`src/rtl/irqc_pkg.sv`:
```
package irqc_pkg;

    localparam int WORD_W = 32;
    localparam int BIT_W  = $clog2(WORD_W);

    typedef enum logic [1:0] {
        CTL_NONE   = 2'd0,
        CTL_ARM_ON = 2'd1,
        CTL_ARM_OFF= 2'd2,
        CTL_DISARM = 2'd3
    } ctl_op_e;

    typedef enum logic [1:0] {
        UPD_KEEP = 2'd0,
        UPD_SET  = 2'd1,
        UPD_CLR  = 2'd2,
        UPD_FLIP = 2'd3
    } upd_op_e;

    function automatic logic upd_bit(input upd_op_e op, input logic cur);
        case (op)
            UPD_SET:  return 1'b1;
            UPD_CLR:  return 1'b0;
            UPD_FLIP: return ~cur;
            default:  return cur;
        endcase
    endfunction

endpackage

```
`src/rtl/irqc_level.sv`:
```
module irqc_level
    import irqc_pkg::*;
(
    input  logic              clk,
    input  logic              rst,
    input  logic [WORD_W-1:0] set_w,
    input  logic [WORD_W-1:0] ack_clr_w,
    input  logic [WORD_W-1:0] upd_sel_w,
    input  logic [1:0]        upd_op,
    input  logic [WORD_W-1:0] cmd_sel_w,
    input  logic [1:0]        cmd_op,
    output logic [WORD_W-1:0] req_q,
    output logic [WORD_W-1:0] en_q,
    output logic              hit,
    output logic [BIT_W-1:0]  first_bit
);

    logic [WORD_W-1:0] req_d, en_d, act;

    always_comb begin
        for (int b = 0; b < WORD_W; b++) begin
            req_d[b] = req_q[b] & ~ack_clr_w[b];
            en_d[b]  = en_q[b];
            if (upd_sel_w[b]) req_d[b] = upd_bit(upd_op_e'(upd_op), req_d[b]);
            if (cmd_sel_w[b]) begin
                case (ctl_op_e'(cmd_op))
                    CTL_ARM_ON:  en_d[b] = 1'b1;
                    CTL_ARM_OFF: en_d[b] = 1'b0;
                    CTL_DISARM: begin
                        en_d[b]  = 1'b0;
                        req_d[b] = 1'b0;
                    end
                    default: ;
                endcase
            end
            if (set_w[b]) req_d[b] = 1'b1;
        end
    end

    always_ff @(posedge clk) begin
        if (rst) begin
            req_q <= '0;
            en_q  <= '1;
        end else begin
            req_q <= req_d;
            en_q  <= en_d;
        end
    end

    assign act = req_q & en_q;
    assign hit = |act;

    always_comb begin
        first_bit = '0;
        for (int b = WORD_W - 1; b >= 0; b--) begin
            if (act[b]) first_bit = BIT_W'(b);
        end
    end

endmodule

```
`src/rtl/irqc_pick.sv`:
```
module irqc_pick
    import irqc_pkg::*;
#(
    parameter int LEVELS = 2,
    localparam int IDX_W = $clog2(LEVELS * WORD_W)
) (
    input  logic [LEVELS-1:0]            hit,
    input  logic [LEVELS-1:0][BIT_W-1:0] first_bits,
    output logic                         any,
    output logic [IDX_W-1:0]             win_idx
);

    assign any = |hit;

    always_comb begin
        win_idx = '0;
        for (int l = LEVELS - 1; l >= 0; l--) begin
            if (hit[l]) win_idx = IDX_W'(l * WORD_W) + IDX_W'(first_bits[l]);
        end
    end

endmodule

```
`src/rtl/irqc_devmap.sv`:
```
module irqc_devmap #(
    parameter int NSRC  = 64,
    parameter int DEV_W = 8,
    localparam int IDX_W = $clog2(NSRC)
) (
    input  logic             clk,
    input  logic             rst,
    input  logic             we,
    input  logic [IDX_W-1:0] widx,
    input  logic [DEV_W-1:0] wdata,
    input  logic [IDX_W-1:0] ridx,
    output logic [DEV_W-1:0] rdata
);

    logic [DEV_W-1:0] tbl [NSRC];

    always_ff @(posedge clk) begin
        if (rst) begin
            for (int i = 0; i < NSRC; i++) tbl[i] <= '0;
        end else if (we) begin
            tbl[widx] <= wdata;
        end
    end

    assign rdata = tbl[ridx];

endmodule

```
`src/rtl/irqc_top.sv`:
```
module irqc_top
    import irqc_pkg::*;
#(
    parameter int LEVELS = 2,
    parameter int DEV_W  = 8,
    localparam int NSRC  = LEVELS * WORD_W,
    localparam int IDX_W = $clog2(NSRC)
) (
    input  logic             clk,
    input  logic             rst,
    input  logic [NSRC-1:0]  req_set,
    input  logic             ack_stb,
    output logic             ack_valid,
    output logic [DEV_W-1:0] ack_dev,
    output logic             pending,
    input  logic             cmd_stb,
    input  logic [IDX_W-1:0] cmd_src,
    input  logic [1:0]       cmd_op,
    input  logic             cmd_arm_prev,
    output logic             cmd_rsp_valid,
    output logic             cmd_rsp_arm,
    input  logic             upd_stb,
    input  logic [IDX_W-1:0] upd_src,
    input  logic [1:0]       upd_op,
    input  logic             map_we,
    input  logic [IDX_W-1:0] map_idx,
    input  logic [DEV_W-1:0] map_dev
);

    logic [NSRC-1:0]             req_all, en_all, ack_clr, upd_sel, cmd_sel;
    logic [LEVELS-1:0]           lvl_hit;
    logic [LEVELS-1:0][BIT_W-1:0] lvl_first;
    logic                        win_any;
    logic [IDX_W-1:0]            win_idx;
    logic [DEV_W-1:0]            win_dev;

    assign upd_sel = upd_stb ? (NSRC'(1) << upd_src) : '0;
    assign cmd_sel = cmd_stb ? (NSRC'(1) << cmd_src) : '0;
    assign ack_clr = (ack_stb && win_any) ? (NSRC'(1) << win_idx) : '0;

    for (genvar l = 0; l < LEVELS; l++) begin : g_lvl
        irqc_level u_level (
            .clk       (clk),
            .rst       (rst),
            .set_w     (req_set[l*WORD_W +: WORD_W]),
            .ack_clr_w (ack_clr[l*WORD_W +: WORD_W]),
            .upd_sel_w (upd_sel[l*WORD_W +: WORD_W]),
            .upd_op    (upd_op),
            .cmd_sel_w (cmd_sel[l*WORD_W +: WORD_W]),
            .cmd_op    (cmd_op),
            .req_q     (req_all[l*WORD_W +: WORD_W]),
            .en_q      (en_all[l*WORD_W +: WORD_W]),
            .hit       (lvl_hit[l]),
            .first_bit (lvl_first[l])
        );
    end

    irqc_pick #(.LEVELS(LEVELS)) u_pick (
        .hit        (lvl_hit),
        .first_bits (lvl_first),
        .any        (win_any),
        .win_idx    (win_idx)
    );

    irqc_devmap #(.NSRC(NSRC), .DEV_W(DEV_W)) u_map (
        .clk   (clk),
        .rst   (rst),
        .we    (map_we),
        .widx  (map_idx),
        .wdata (map_dev),
        .ridx  (win_idx),
        .rdata (win_dev)
    );

    assign pending = win_any;

    always_ff @(posedge clk) begin
        if (rst) begin
            ack_valid     <= 1'b0;
            ack_dev       <= '0;
            cmd_rsp_valid <= 1'b0;
            cmd_rsp_arm   <= 1'b0;
        end else begin
            ack_valid     <= ack_stb;
            cmd_rsp_valid <= cmd_stb;
            if (ack_stb) ack_dev <= win_any ? win_dev : '0;
            if (cmd_stb) begin
                case (ctl_op_e'(cmd_op))
                    CTL_ARM_ON, CTL_ARM_OFF: cmd_rsp_arm <= 1'b1;
                    CTL_DISARM:              cmd_rsp_arm <= 1'b0;
                    default:                 cmd_rsp_arm <= cmd_arm_prev;
                endcase
            end
        end
    end

endmodule

```
`config.mk`:
```
export PLATFORM = sky130hd
export DESIGN_NAME = irqc_top
export DESIGN_NICKNAME = d
export VERILOG_FILES = /design/src/rtl/irqc_pkg.sv /design/src/rtl/irqc_level.sv /design/src/rtl/irqc_pick.sv /design/src/rtl/irqc_devmap.sv /design/src/rtl/irqc_top.sv
export SDC_FILE = /design/constraint.sdc
export NUM_CORES = 1
export LEC_CHECK = 0
export BUFFER_PORTS_ARGS = -buffer_cell sky130_fd_sc_hd__clkbuf_2
export CAP_MARGIN = 20
export CORE_MARGIN = 3
export CORE_UTILIZATION = 45
export DETAILED_ROUTE_END_ITERATION = 8
export GPL_TIMING_DRIVEN = 1
export PLACE_DENSITY = 0.58
export SLEW_MARGIN = 20
export SYNTH_ARGS = -nofsm -noshare
export SYNTH_HDL_FRONTEND = slang
export SYNTH_HIERARCHICAL = 1
export SYNTH_SLANG_ARGS = --single-unit
```
`constraint.sdc`:
```
create_clock -name clk -period 5.1 [get_ports clk]
set_clock_uncertainty 0.15 [all_clocks]
set_input_delay 0.255 -clock clk [delete_from_list [all_inputs] [get_ports clk]]
set_output_delay 0.255 -clock clk [all_outputs]
set_load 0.005 [all_outputs]
```
==> flow_metrics.tcl <==
set metrics [dict create \
    worstSkewPairLatency_ps 620 \
    min_path_type "in -> reg" \
    dieArea_um2 75800 \
    total_power_mw 13.0 \
    crit_type "reg -> reg" \
    numCtsBuffers 73 \
    antennaDiodeCount 0 \
    grt_antenna_before_repair 1 \
    synth_cell_types 60 \
    tightest_slew_ps 983 \
    grt.total_usage_pct 26.0 \
    post-route-util_pct 51.7 \
    synth_area_um2 32600 \
    start_util_pct 45.6 \
    setup_viol 0 \
    use_met3_pct 3.67 \
    cts.repair.resized 0 \
    drtAntennaViolNets 0 \
    max_freq_mhz 209 \
    finalSetupTns_ps 0 \
    finalHoldViolCount 0 \
    grt_overflow 0 \
    status "completed" \
    relSlewSlack_pct 34.3 \
    ys_seq_elements 651 \
    final_common_cell "and2_1" \
    hold_ws_ps 28.6 \
    p_leak_nw 13.0 \
    yosysSeqAreaShare_pct 55.6 \
    die_x_um 275 \
    rsz0062_at_grt "false" \
    cts_max_path_buffers 3 \
    busiest_layer "met2" \
    startpoint_type "register" \
    num_rows 98 \
    wire_per_inst_um 25.3 \
    fp.coreArea_um2 71600 \
    layout_common_cells "519 x and2_1, 512 x edfxtp_1, 288 x a21oi_1" \
    place_ws_ps 440 \
    synth_cells 2784 \
    required_ps 5410 \
    grt_pass1_wl_mm 147 \
    syn_area_per_cell_um2 11.7 \
    fin_nets 2998 \
    grt_pass1_vias 22889 \
    tritoncts "done" \
    placed_cells 3703 \
    synth_nets 2886 \
    period_needed_ps 4780 \
    ios 113 \
    power_density_nw_per_um2 352 \
    grt_max_degree 76 \
    place_hpwl_mm 65.5 \
    synth_edf_count 512 \
    clock-sinks 651 \
    drt_iter0_drc 2259 \
    cts_root_buf "clkbuf_16" \
    fin_cells 3903 \
    synthFlopType "edfxtp_1" \
    dpl_cell_area_um2 34000 \
    path_clk_slew_ps 60 \
    path_max_fanout 30 \
    worst_slack_ps 317 \
    gp_congestion 0.915 \
    synthArstFlopShare_pct 0 \
    chipHeight_um 275 \
    maxCapViolCount 0 \
    drv_slew 0 \
    firstDrtPassIters 5 \
    htree_num_levels 3 \
    vias 22933 \
    design_area_um2 37000 \
    io_buffers 112 \
    yosysWarnings 6 \
    vdd_ir_drop_max_mv 0.290 \
    post-route-period-util_pct 93.8 \
    area_growth_pct 13.4 \
    end_kind "register" \
    use_met1_pct 34.1 \
    fill_cells 6258 \
    via_per_inst 5.88 \
    routed_wl_mm 98.7 \
    drc 0 \
    drive_gt1_share_pct 19.8 \
    use_met2_pct 43.4 \
    cp.arrival_ps 5090 \
]
[synth_stat cells, drive strengths merged (9+ instances only)]
library cell / instances / area [um^2]
a211oi: 13 / 97.6
mux4: 126 / 2840
nor2: 286 / 1090
a21oi: 288 / 1440
clkbuf: 141 / 534
nand2b: 68 / 425
nand2: 83 / 317
nand3: 39 / 205
and2: 519 / 3250
nor2b: 13 / 88.8
a22oi: 18 / 135
or2: 131 / 820
or3b: 9 / 78.8
o21ai: 32 / 160
buf: 55 / 343
nand4bb: 19 / 214
or4b: 12 / 120
nand3b: 12 / 90.1
a22o: 9 / 78.8
a31oi: 70 / 438
o21ba: 60 / 601
nand4b: 14 / 123
mux2i: 39 / 390
edfxtp: 512 / 15400
dfxtp: 139 / 2780
[metal layers]
layer | up-vias | wire length (um)
met4 | 0 | 4730
li1 | 10354 | -
met5 | - | 0
met1 | 11465 | 41000
met2 | 886 | 47500
met3 | 228 | 5550
[where the power goes]
group	switching [mW]	internal [mW]	leakage, nW
logic	0.984	0.705	5.82
registers	0.119	5.98	6.01
clock network	2.19	3.04	1.14
[state kept, by name, summed over array words and instances, names as in the netlist]
name / flops
ack_dev: 8
u_map/tbl: 512
cmd_rsp_arm: 1
g_lvl.u_level/en_q: 64
cmd_rsp_valid: 1
ack_valid: 1
g_lvl.u_level/req_q: 64
[logic make-up (layout without fill, tap and decap cells)]
family / Yosys count / count (layout) / synth area share, %
simple gates: 1231 / 1231 / 21.4
mux: 169 / 169 / 10.0
compound gates: 534 / 534 / 10.2
fa+ha+maj: 1 / 1 / 0.0383
flops: 651 / 651 / 55.6
buf+inv: 198 / 367 / 2.71
[area by class of cell]
class / instances / area [um^2] / share of cell area, %
multi-input cells: 1935 / 13600 / 36.9
repair buffers: 233 / 1680 / 4.55
clock buffers: 95 / 1960 / 5.30
inverters: 2 / 7.51 / 0.0203
well taps: 950 / 1190 / 3.21
clock inverters: 37 / 373 / 1.01
flip-flops and latches: 651 / 18200 / 49.1
[critical path, cell delays in order (launching register included)]
cell,delay [ps]
dfxtp_1,320
a22o_1,240
and3b_1,250
nand2_2,70
nor3_2,190
or3b_1,450
buf_4,220
o21ai_4,740
buf_4,380
mux4_2,350
mux2i_1,330
a211oi_1,130
o21ai_1,400
o31ai_1,160
nand3_1,120
a21oi_1,80
[worst paths after layout]
| kind | start | endpoint | slack, ps | cells after the start |
|---|---|---|---|---|
| min reg2reg | ack_dev[7] | ack_dev[7] | 330 | 2 |
| min | rst | g_lvl[0].u_level/req_q[7] | 30 | 2 |
| max reg2reg | g_lvl[0].u_level/req_q[30] | ack_dev[6] | 320 | 15 |
| max | g_lvl[0].u_level/req_q[30] | ack_dev[6] | 320 | 15 |
[what timing repair did]
action / CTS / global route
hold buffers: 68 / 0
setup endpoints to repair: 0 / 0
endpoints found under the hold margin: 66 / 0
buffers inserted: 0 / 0
Note: power is estimated with default switching activity, not from simulation.
